## config.mk

```make
export PLATFORM = sky130hd
export DESIGN_NAME = i2c_byte_shifter
export DESIGN_NICKNAME = d
export VERILOG_FILES = /design/src/rtl/i2cbs_pkg.sv /design/src/rtl/i2cbs_regs.sv /design/src/rtl/i2cbs_seq.sv /design/src/rtl/i2c_byte_shifter.sv
export SDC_FILE = /design/constraint.sdc
export NUM_CORES = 1
export LEC_CHECK = 0
export ABC_CLOCK_PERIOD_IN_PS = 5250
export BUFFER_PORTS_ARGS = -buffer_cell sky130_fd_sc_hd__buf_2
export CAP_MARGIN = 20
export CELL_PAD_IN_SITES_DETAIL_PLACEMENT = 0
export CELL_PAD_IN_SITES_GLOBAL_PLACEMENT = 1
export CORE_MARGIN = 2
export CORE_UTILIZATION = 48
export DETAILED_ROUTE_END_ITERATION = 12
export PLACE_DENSITY = 0.82
export REMOVE_ABC_BUFFERS = 1
export SLEW_MARGIN = 0
export SYNTH_ARGS = -nofsm -noshare
export SYNTH_HDL_FRONTEND = slang
export SYNTH_SLANG_ARGS = --single-unit
```

## constraint.sdc

```tcl
create_clock -name clk -period 5.25 [get_ports clk]
set_input_delay 1.05 -clock clk [delete_from_list [all_inputs] [get_ports clk]]
set_output_delay 1.05 -clock clk [all_outputs]
set_load 0.005 [all_outputs]
```

## src/rtl/i2cbs_pkg.sv

```systemverilog
`timescale 1ns/1ps
package i2cbs_pkg;
  localparam int REG_W = 8;
  localparam logic [1:0] A_SHARED = 2'd0;
  localparam logic [1:0] A_CTRL   = 2'd1;
  localparam logic [1:0] A_DATA   = 2'd2;
  localparam logic [1:0] A_STAT   = 2'd3;

  typedef enum logic [1:0] {PH_IDLE, PH_DATA, PH_WAIT, PH_ACK} phase_t;
endpackage

```

## src/rtl/i2cbs_regs.sv

```systemverilog
`timescale 1ns/1ps
module i2cbs_regs
  import i2cbs_pkg::*;
#(
  parameter int CNT_W = 3
) (
  input  logic             clk,
  input  logic             rst,
  input  logic             bus_wr,
  input  logic [1:0]       bus_addr,
  input  logic [REG_W-1:0] bus_wdata,
  output logic [REG_W-1:0] bus_rdata,
  input  logic             irq_set,
  input  logic             busy,
  input  logic             waiting,
  input  logic             ack_rx,
  input  logic [REG_W-1:0] rx_data,
  output logic             if_en,
  output logic             xmit,
  output logic             ack_val,
  output logic             slave,
  output logic             lsb_first,
  output logic             wait_en,
  output logic [CNT_W-1:0] bit_cnt,
  output logic [REG_W-1:0] sar,
  output logic             irq,
  output logic             go,
  output logic             ctrl_wr
);
  localparam int PAD_W = REG_W - 2 - CNT_W;

  logic [REG_W-1:0] mode_rd;
  logic [REG_W-1:0] rd_next;

  assign ctrl_wr = bus_wr && (bus_addr == A_CTRL);
  assign go      = bus_wr && (bus_addr == A_DATA) && if_en;
  assign mode_rd = {lsb_first, wait_en, {PAD_W{1'b1}}, bit_cnt};

  always_comb begin
    case (bus_addr)
      A_SHARED: rd_next = if_en ? mode_rd : sar;
      A_CTRL:   rd_next = {4'b0, slave, ack_val, xmit, if_en};
      A_DATA:   rd_next = rx_data;
      default:  rd_next = {4'b0, waiting, ack_rx, busy, irq};
    endcase
  end

  always_ff @(posedge clk) begin
    if (rst) begin
      if_en     <= 1'b0;
      xmit      <= 1'b0;
      ack_val   <= 1'b0;
      slave     <= 1'b0;
      lsb_first <= 1'b0;
      wait_en   <= 1'b0;
      bit_cnt   <= '0;
      sar       <= '0;
      irq       <= 1'b0;
      bus_rdata <= '0;
    end else begin
      bus_rdata <= rd_next;
      if (irq_set)
        irq <= 1'b1;
      else if (bus_wr && bus_addr == A_STAT && !bus_wdata[0])
        irq <= 1'b0;
      if (bus_wr) begin
        case (bus_addr)
          A_CTRL: begin
            if_en   <= bus_wdata[0];
            xmit    <= bus_wdata[1];
            ack_val <= bus_wdata[2];
            slave   <= bus_wdata[3];
          end
          A_SHARED: begin
            if (if_en) begin
              lsb_first <= bus_wdata[REG_W-1];
              wait_en   <= bus_wdata[REG_W-2];
              bit_cnt   <= bus_wdata[CNT_W-1:0];
            end else begin
              sar <= bus_wdata;
            end
          end
          default: ;
        endcase
      end
    end
  end

  AST_MODE_GATED: assert property (@(posedge clk) disable iff (rst)
    (bus_wr && bus_addr == A_SHARED && !if_en) |=> $stable({lsb_first, wait_en, bit_cnt}));
  AST_IRQ_CLEAR: assert property (@(posedge clk) disable iff (rst)
    (bus_wr && bus_addr == A_STAT && !bus_wdata[0] && !irq_set) |=> !irq);
endmodule

```

## src/rtl/i2cbs_seq.sv

```systemverilog
`timescale 1ns/1ps
module i2cbs_seq
  import i2cbs_pkg::*;
#(
  parameter int DATA_W = 8,
  parameter int CNT_W  = 3
) (
  input  logic              clk,
  input  logic              rst,
  input  logic              go,
  input  logic              ctrl_wr,
  input  logic [DATA_W-1:0] wdata,
  input  logic              xmit,
  input  logic              ack_val,
  input  logic              slave,
  input  logic              lsb_first,
  input  logic              wait_en,
  input  logic [CNT_W-1:0]  bit_cnt,
  input  logic [DATA_W-1:0] sar,
  input  logic              irq,
  input  logic              scl_rise,
  input  logic              scl_fall,
  input  logic              sda_in,
  output logic              irq_set,
  output logic              busy,
  output logic              waiting,
  output logic              ack_rx,
  output logic [DATA_W-1:0] rx_data,
  output logic              sda_low,
  output logic              scl_hold
);
  localparam int IDX_W = $clog2(DATA_W);
  localparam logic [IDX_W:0] FULL_CNT = (IDX_W+1)'(DATA_W);
  localparam logic [IDX_W:0] ONE      = (IDX_W+1)'(1);

  phase_t            ph_q;
  logic [IDX_W-1:0]  k_q;
  logic [DATA_W-1:0] tx_q;
  logic [DATA_W-1:0] rx_q;
  logic              first_q;
  logic              ign_q;
  logic              ack_q;

  logic [IDX_W:0]    nbits;
  logic [IDX_W:0]    pos_w;
  logic [IDX_W-1:0]  pos;
  logic              last;
  logic              addr_chk;
  logic              mismatch;

  assign nbits    = (bit_cnt == '0) ? FULL_CNT : (IDX_W+1)'(bit_cnt);
  assign pos_w    = lsb_first ? {1'b0, k_q} : (nbits - ONE - {1'b0, k_q});
  assign pos      = pos_w[IDX_W-1:0];
  assign last     = ({1'b0, k_q} == (nbits - ONE));
  assign addr_chk = first_q && slave && !xmit && !sar[0];
  assign mismatch = addr_chk && (rx_q[DATA_W-1:1] != sar[DATA_W-1:1]);

  assign irq_set  = (ph_q == PH_DATA && scl_fall && last && !mismatch && wait_en)
                 || (ph_q == PH_ACK && scl_fall);

  always_ff @(posedge clk) begin
    if (rst) begin
      ph_q    <= PH_IDLE;
      k_q     <= '0;
      tx_q    <= '0;
      rx_q    <= '0;
      first_q <= 1'b0;
      ign_q   <= 1'b0;
      ack_q   <= 1'b0;
    end else begin
      case (ph_q)
        PH_IDLE: begin
          if (go && !ign_q) begin
            ph_q <= PH_DATA;
            k_q  <= '0;
            tx_q <= wdata;
            rx_q <= '0;
          end
        end
        PH_DATA: begin
          if (scl_rise && !xmit) rx_q[pos] <= sda_in;
          if (scl_fall) begin
            if (last) begin
              if (mismatch) begin
                ph_q    <= PH_IDLE;
                ign_q   <= 1'b1;
                first_q <= 1'b0;
              end else begin
                ph_q <= wait_en ? PH_WAIT : PH_ACK;
              end
            end else begin
              k_q <= k_q + 1'b1;
            end
          end
        end
        PH_WAIT: if (!irq) ph_q <= PH_ACK;
        default: begin
          if (scl_rise && xmit) ack_q <= sda_in;
          if (scl_fall) begin
            ph_q    <= PH_IDLE;
            first_q <= 1'b0;
          end
        end
      endcase
      if (ctrl_wr) begin
        first_q <= 1'b1;
        ign_q   <= 1'b0;
      end
    end
  end

  always_comb begin
    sda_low = 1'b0;
    if (ph_q == PH_DATA && xmit)       sda_low = ~tx_q[pos];
    else if (ph_q == PH_ACK && !xmit)  sda_low = ~ack_val;
  end

  assign scl_hold = (ph_q == PH_WAIT);
  assign waiting  = (ph_q == PH_WAIT);
  assign busy     = (ph_q != PH_IDLE);
  assign ack_rx   = ack_q;
  assign rx_data  = rx_q;

  AST_WAIT_RELEASE: assert property (@(posedge clk) disable iff (rst)
    (ph_q == PH_WAIT && !irq) |=> (ph_q == PH_ACK));
  AST_NO_WAIT_ACK: assert property (@(posedge clk) disable iff (rst)
    (ph_q == PH_DATA && scl_fall && last && !mismatch && !wait_en) |=> (ph_q == PH_ACK));
  AST_IGNORED_QUIET: assert property (@(posedge clk) disable iff (rst)
    ign_q |-> (!sda_low && !busy));
  AST_ACK_ENDS: assert property (@(posedge clk) disable iff (rst)
    (ph_q == PH_ACK && scl_fall) |=> !busy);
endmodule

```

## src/rtl/i2c_byte_shifter.sv

```systemverilog
`timescale 1ns/1ps
module i2c_byte_shifter
  import i2cbs_pkg::*;
#(
  parameter int DATA_W = 8,
  parameter int CNT_W  = 3
) (
  input  logic              clk,
  input  logic              rst,
  input  logic              bus_wr,
  input  logic [1:0]        bus_addr,
  input  logic [REG_W-1:0]  bus_wdata,
  output logic [REG_W-1:0]  bus_rdata,
  input  logic              scl_rise,
  input  logic              scl_fall,
  input  logic              sda_in,
  output logic              sda_low,
  output logic              scl_hold,
  output logic              irq
);
  logic             if_en, xmit, ack_val, slave, lsb_first, wait_en;
  logic [CNT_W-1:0] bit_cnt;
  logic [REG_W-1:0] sar;
  logic             go, ctrl_wr, irq_set, busy, waiting, ack_rx;
  logic [REG_W-1:0] rx_data;

  i2cbs_regs #(.CNT_W(CNT_W)) regs_i (
    .clk(clk), .rst(rst), .bus_wr(bus_wr), .bus_addr(bus_addr),
    .bus_wdata(bus_wdata), .bus_rdata(bus_rdata), .irq_set(irq_set),
    .busy(busy), .waiting(waiting), .ack_rx(ack_rx), .rx_data(rx_data),
    .if_en(if_en), .xmit(xmit), .ack_val(ack_val), .slave(slave),
    .lsb_first(lsb_first), .wait_en(wait_en), .bit_cnt(bit_cnt), .sar(sar),
    .irq(irq), .go(go), .ctrl_wr(ctrl_wr)
  );

  i2cbs_seq #(.DATA_W(DATA_W), .CNT_W(CNT_W)) seq_i (
    .clk(clk), .rst(rst), .go(go), .ctrl_wr(ctrl_wr), .wdata(bus_wdata),
    .xmit(xmit), .ack_val(ack_val), .slave(slave), .lsb_first(lsb_first),
    .wait_en(wait_en), .bit_cnt(bit_cnt), .sar(sar), .irq(irq),
    .scl_rise(scl_rise), .scl_fall(scl_fall), .sda_in(sda_in),
    .irq_set(irq_set), .busy(busy), .waiting(waiting), .ack_rx(ack_rx),
    .rx_data(rx_data), .sda_low(sda_low), .scl_hold(scl_hold)
  );

  AST_WAIT_RAISES_IRQ: assert property (@(posedge clk) disable iff (rst)
    $rose(scl_hold) |-> irq);
  AST_HOLD_DROPS: assert property (@(posedge clk) disable iff (rst)
    (scl_hold && !irq) |=> !scl_hold);
endmodule

```

; Yosys cells after proc, flatten, opt, wreduce, memory -nomap -nowiden
; Cells that the tools add are included.
[word_totals]
reg_bits = 50
latchBits = 0
ram_bits = 0
romBits = 0
input_bits = 16
output_inout_bits = 11
wordCells = 124
mem_count = 0
[op_classes]
n_addsub = 3
n_mul = 0
n_div = 0
order_cmp = 2
n_eq_ne = 17
shifts = 0
muxes = 34
bitwise_logic = 4
n_reduce_logical = 47
[ops]
columns = cell, count
row1 = 8-bit 2-to-1 mux, 3
row2 = 8-bit one-hot mux with 3 select lines, 1
row3 = 1-bit logical AND, 20
row4 = 8-bit one-hot mux with 2 select lines, 1
row5 = 1-bit 2-to-1 mux, 12
row6 = 2-bit 2-to-1 mux, 6
row7 = 3-bit 2-to-1 mux, 4
row8 = 4-bit AND reduction, 3
row9 = 3-bit AND reduction, 3
row10 = 8-bit bitwise mux, 1
row11 = 2-bit == test (second input constant), 4
row12 = 2-bit inequality test (second input constant), 4
row13 = 2-bit nonzero test, 4
row14 = 7-bit inequality test, 1
row15 = 2-bit by 1-bit inequality test with 1-bit output (second input constant), 3
row16 = 3-bit by 2-bit inequality test with 1-bit output (second input constant), 2
row17 = 2-bit one-hot mux with 3 select lines, 1
row18 = 3-bit one-hot mux with 2 select lines, 1
row19 = 2-bit AND reduction, 3
row20 = 1-bit logical NOT, 5
row21 = 5-bit AND reduction, 1
row22 = 2-bit by 1-bit == test with 1-bit output (second input constant), 2
row23 = 3-bit by 4-bit == test with 1-bit output, 1
row24 = 2-bit logical NOT, 2
row25 = other kinds (15), 19

; Logic depth before layout (Yosys ltp)
[depth]
ltp_word = 12
depth_mapped = 9
depth_no_buf = 9

; By module
; Synthesis repeated with hierarchy kept, for this count alone.
[unflattened]
cells_unflattened = 319
hier_area_um2 = 2720.1
[modules_own_cells]
columns = mod, instances, cells_each, area_each_um2, seq_area_each_um2
row1 = i2cbs_seq, 1, 200, 1587.8, 480.5
row2 = i2cbs_regs, 1, 119, 1132.3, 520.5

; Worst setup path before layout
; OpenSTA, ideal clock, no wires.
[synth_path]
kind = reg2out
startpoint = reg regs_i.bit_cnt[0]
endpoint = out sda_low
arrival_ns = 2.140
t_required_ns = 4.200
setup_slack_ns = 2.060
stages_incl_launch_ff = 8
path_cell_list = dfxtp_1 inv_1 ha_1 fa_1 mux2_2 mux4_2 nand2_1 a41o_1
[synth_between]
elab_chain_len = 9
[synth_lines]
columns = element, line
row1 = from (decl), i2cbs_regs.sv:24  ; output logic [CNT_W-1:0] bit_cnt,
row2 = from (signal assigned), i2cbs_regs.sv:78  ; bit_cnt <= bus_wdata[CNT_W-1:0];
row3 = 3-bit logical NOT, i2cbs_seq.sv:51  ; assign nbits = (bit_cnt == '0) ? FULL_CNT : (IDX_W+1)'(bit_cnt);
row4 = 4-bit 2-to-1 mux *, i2cbs_seq.sv:51
row5 = 4-bit by 1-bit subtractor with 4-bit output *, i2cbs_seq.sv:52  ; assign pos_w = lsb_first ? {1'b0, k_q} : (nbits - ONE - {1'b0, k_q});
row6 = 3-bit subtractor *, i2cbs_seq.sv:52
row7 = 3-bit 2-to-1 mux *, i2cbs_seq.sv:52
row8 = 1-bit binary-select mux with 3-bit select *, i2cbs_seq.sv:114  ; if (ph_q == PH_DATA && xmit) sda_low = ~tx_q[pos];
row9 = 1-bit 2-to-1 mux (not written as such) *, i2cbs_seq.sv:114
row10 = 1-bit inverter *, i2cbs_seq.sv:114
row11 = 1-bit 2-to-1 mux *, i2cbs_seq.sv:114
row12 = to (decl), i2c_byte_shifter.sv:17  ; output logic sda_low,
; Mark *: on every way between the ends. The rest lies on a longest branch, timed or not. The select of a mux whose other input is x is not followed.

; Final worst setup path
; Ends and elaborated chain as after synthesis.

==> flow_results.org <==
** Run status
- The run finished with clean final reports.

** Critical path
- List of cells traversed by the critical path :: inv_1 -> ha_1 -> fa_1 -> xnor3_1 -> nor2_4 -> xnor2_1 -> nand2_1 -> a41o_1 -> buf_2
- Worst flop-to-flop path endpoint :: seq_i.rx_data[0]
- The worst setup path is launched from a flop.
- Number of buffer and inverter stages on the critical path :: 2
- Data on the critical path arrives at its endpoint at 2.90 ns.
- Sort of element at the end of the critical path :: output port
- FF-to-FF setup slack :: 2.67 ns
- Worst Setup EP :: sda_low
- Grouping stages by cell kind, the critical path spends the most delay in XOR/XNOR gates.
- Setup Crit Path Kind :: reg -> out
- On the critical path, the stage with the largest delay is an instance of sky130_fd_sc_hd__xnor2_1.
- CP max FO :: 9
- Worst path required time :: between 4 and 5 ns
- Depth of the worst register-to-register path :: 8
- Startpoint of the worst-slack reg-to-reg timing path :: regs_i.bit_cnt[0]
- Crit path from :: regs_i.bit_cnt[0]
- Largest incremental delay on the critical path :: 0.60 ns
- Number of cells on the critical path :: 9

** Power
- Total net switching power :: 166 uW
- Power share of the combinational group :: 7.4%
- Clock Power Share :: 34.8%
- Leakage Power :: 1.07 nW
- The internal power of the cells totals about 510 uW.
- Across the VDD grid, the largest voltage drop is 157 uV.
- Power after layout :: 678 uW
- Pwr/cell area :: 241 nW/um^2
- Of the total power, registers draw approximately 58%.
- Sw Ratio :: about a quarter

** Synthesis
- The synthesized design spends more area on one cell type than any other, namely sky130_fd_sc_hd__dfxtp_1.
- Post-synth cell types :: between 40 and 50
- Count of yosys warnings during synthesis :: 0
- The synthesized netlist occupies a cell area of 2600 um^2.
- Of the total synthesized cell area, the portion taken by full adders, half adders and majority gates is under 10%.
- Multiplexer cells account for 12.6% of the synthesized area.
- Main synth FF type :: sky130_fd_sc_hd__dfxtp_1
- Ranked by total cell area, the synthesized netlist is headed by sky130_fd_sc_hd__dfxtp_1, sky130_fd_sc_hd__mux2i_1, sky130_fd_sc_hd__nor2_1, sky130_fd_sc_hd__nand2_1, sky130_fd_sc_hd__xnor2_1.
- Dominant combinational cell family by area after synthesis :: simple AND/OR/NAND/NOR gates
- Synth Area in Simple Gates :: approximately a fifth
- Share of the synthesized area in the top cell type :: 38.5%
- Number of enable-type register cells in the synthesized netlist :: 0
- Most repeated cell in the gate-level netlist after synthesis :: sky130_fd_sc_hd__dfxtp_1
- Cells after Synth :: 290
- Avg Synthesized Cell Area :: ~9 um^2
- The commonest cells after synthesis are sky130_fd_sc_hd__dfxtp_1, sky130_fd_sc_hd__nor2_1, sky130_fd_sc_hd__mux2i_1.
- The share of the Yosys chip area taken by registers is 38.5%.
- Of the total synthesized cell area, the portion taken by XOR and XNOR cells is 5.77%.
- Synthesized-area fraction occupied by ao, oa, aoi and oai cells :: 14.9%
- Counting flops and latches in the post-synthesis netlist gives 50.
- After synthesis, the share of flip-flops with an asynchronous set or reset is 0%.

** Detailed routing
- Initial DRC count :: 174
- Post-detailed-route DRC marker count :: 0
- Dividing the detail-routed wire length by the instance count gives 16.9 um.
- The final layout contains routed wiring with a total length of 6340 um.
- The detail route stage leaves a number of antenna-violating nets equal to 0.
- The detailed router placed 2102 vias in this run.
- Using the TritonRoute via totals, the vias-per-cell ratio works out to 5.61.
- The first detailed-routing pass took 4 iterations.

** GRT
- The number of antenna violations at the first check in global routing is 0.
- Global routing finished with a remaining overflow of 0.
- Via count of the first global-routing pass :: 1998
- The first global-routing pass estimated 10400 um of wire.
- GRT Resource Usage Total :: 22.2%
- Largest net degree at the start of global routing :: 48

** CTS
- Clock root buffer :: sky130_fd_sc_hd__clkbuf_8
- Post-cts gate resize count :: 0
- Number of buffers inserted for hold repair after clock tree synthesis :: 0
- Buffers added to address setup during post-CTS repair amount to 0.
- Number of sinks driven by the clock tree :: 50
- The clock passes through at most 2 buffers.
- The H-tree generated during clock tree synthesis spans 2 levels.
- Clock transition at the registers of the reported paths :: 0.09 ns
- CTS tree :: built
- Number of buffers created by CTS :: 5
- Clock latency reported for the late side of the worst-skew pair :: 0.30 ns

** Place
- Routability-driven placement finished with a final weighted congestion of 0.890.
- Worst Setup Slack post-DPL :: 1.66 ns
- Once placement completed, the tool counted placed cells totaling between 300 and 400.
- Once placement finished, the instance area stood at approximately 2700 um^2.
- The wire-length estimate of the detail-placed layout is 4520 um.
- Port buffering added 26 buffers.

** STA
- After routing, the total negative slack on setup checks comes to 0 ns.
- Final setup violation count :: 0
- The number of failing hold endpoints at the final stage was 0.
- After layout, the minimum clock period comes to 3.95 ns.
- Actual slew at the worst max-slew pin :: ~0.97 ns
- Once routing completed, OpenROAD measured the worst setup slack at 1.30 ns.
- Slew headroom :: 34.5%
- Pins Over Slew Limit :: 0
- Maximum clock frequency :: 253 MHz
- Setup Skew :: 0.00441 ns
- Setup repair after global routing missed its margin :: no
- The final critical path takes up 75.3% of the cycle.

** Floorplan
- Number of top-level design ports :: 27
- Floorplan core area :: 5170 um^2
- From bottom edge to top edge, the die measures around 78 um.
- Die Outline Area :: 6020 um^2
- Once the floorplan was initialized, standard cells occupied 50.3% of the core.
- The floorplan has 26 rows.
- Die Span X :: just under 80 um

** Cells and area
- Layout Nets :: 325
- The number of antenna diodes in the final layout is 0.
- Once layout is complete, the cells apart from fillers number 375.
- Fill cell total of the finished layout :: 496
- Cells with a size suffix above 1 make up 14.1% of the layout.
- Relative to the synthesized area, the layout overhead comes to 8.37%.
- Non-Filler Cell Area, Final :: 2820 um^2

** Flow run
- Number of max-capacitance violations reported :: 0

** Hold path
- Worst hold-check path type :: reg -> reg
-- state kept, by name, indices dropped and copies added (netlist names) --
signal,flops
regs_i.bus_rdata,8
regs_i.sar,8
seq_i.rx_data,8
seq_i.tx_q,8
regs_i.bit_cnt,3
seq_i.k_q,3
seq_i.ph_q,2
regs_i.ack_val,1
regs_i.if_en,1
regs_i.irq,1
regs_i.lsb_first,1
regs_i.slave,1
regs_i.wait_en,1
regs_i.xmit,1
seq_i.ack_rx,1
seq_i.first_q,1
seq_i.ign_q,1
-- cell families (layout without fill, tap and decap cells) --
kind of cell / count (synthesis) / count (layout)
multiplexers: 30 / 30
flip-flops: 50 / 50
adder cells (fa/ha/maj): 5 / 5
AO/OA/AOI/OAI: 56 / 56
XOR/XNOR: 13 / 13
AND/OR/NAND/NOR: 106 / 106
buffers and inverters: 30 / 45
-- worst min-delay path, cell delays in order (launching register included) --
cell and delay [ns]:
sky130_fd_sc_hd__dfxtp_1 0.34, sky130_fd_sc_hd__nand2_1 0.06, sky130_fd_sc_hd__a21oi_1 0.06
-- power by group through the flow --
stage | clock [mW] | combinational [mW] | sequential [mW]
6_report | 0.236 | 0.0504 | 0.391
5_1_grt | 0.259 | 0.0559 | 0.392
4_1_cts | 0.243 | 0.0508 | 0.391
3_5_place_dp | 0 | 0.0506 | 0.400
3_3_place_gp | 0 | 0.0505 | 0.400
2_1_floorplan | 0 | 0.0238 | 0.399
-- layer usage --
layer / track usage, % / share of wire, % / vias to the layer above
met4: 6.61 / 1.1 / 0
met5: 0 / 0 / -
met2: 31.5 / 44 / 47
met3: 4.65 / 4.1 / 7
met1: 33.8 / 51 / 985
li1: - / - / 1063
-- worst min path at each step --
stage                       start       endpoint  slack, ns  depth (start not counted)
global route        regs_i.sar[1]  regs_i.sar[1]       0.52                          2
global placement    regs_i.sar[7]  regs_i.sar[7]       0.47                          2
detailed placement  regs_i.sar[0]  regs_i.sar[0]       0.48                          2
floorplan           regs_i.sar[0]  regs_i.sar[0]       0.44                          2
finish              regs_i.sar[7]  regs_i.sar[7]       0.49                          2
CTS                 regs_i.sar[0]  regs_i.sar[0]       0.50                          2
-- metrics by stage --
step,util (%),hold slack [ns]
floorplan,-,0.444
global placement,52.7,0.474
detailed placement,52.7,0.484
CTS,54.5,0.497
global route,54.5,0.525
finish,54.5,0.494
-- placed cells by master, fill, tap and decap left out, drive strengths merged, types with 6 or more instances in the layout --
cell type | netlist | final
dfxtp | 50 | 50
nor2 | 35 | 35
mux2i | 26 | 26
buf | 6 | 26
nand2 | 25 | 25
a21oi | 16 | 16
inv | 11 | 11
xnor2 | 10 | 10
nor3 | 10 | 10
o211ai | 10 | 10
nand3 | 10 | 10
a211oi | 9 | 9
clkbuf | 13 | 7
nor2b | 6 | 6
-- cell type report --
cell class                      count  area (um^2)  area share (%)
Clock buffer                        7         86.3            3.06
Inverter                           11         41.3            1.47
Tap cell                           70         87.6            3.11
Clock inverter                      1         5.00           0.178
Sequential cell                    50         1000            35.5
Multi-Input combinational cell    210         1470            52.0
Timing Repair Buffer               26          130            4.62
Power figures use the tool's default switching activity.
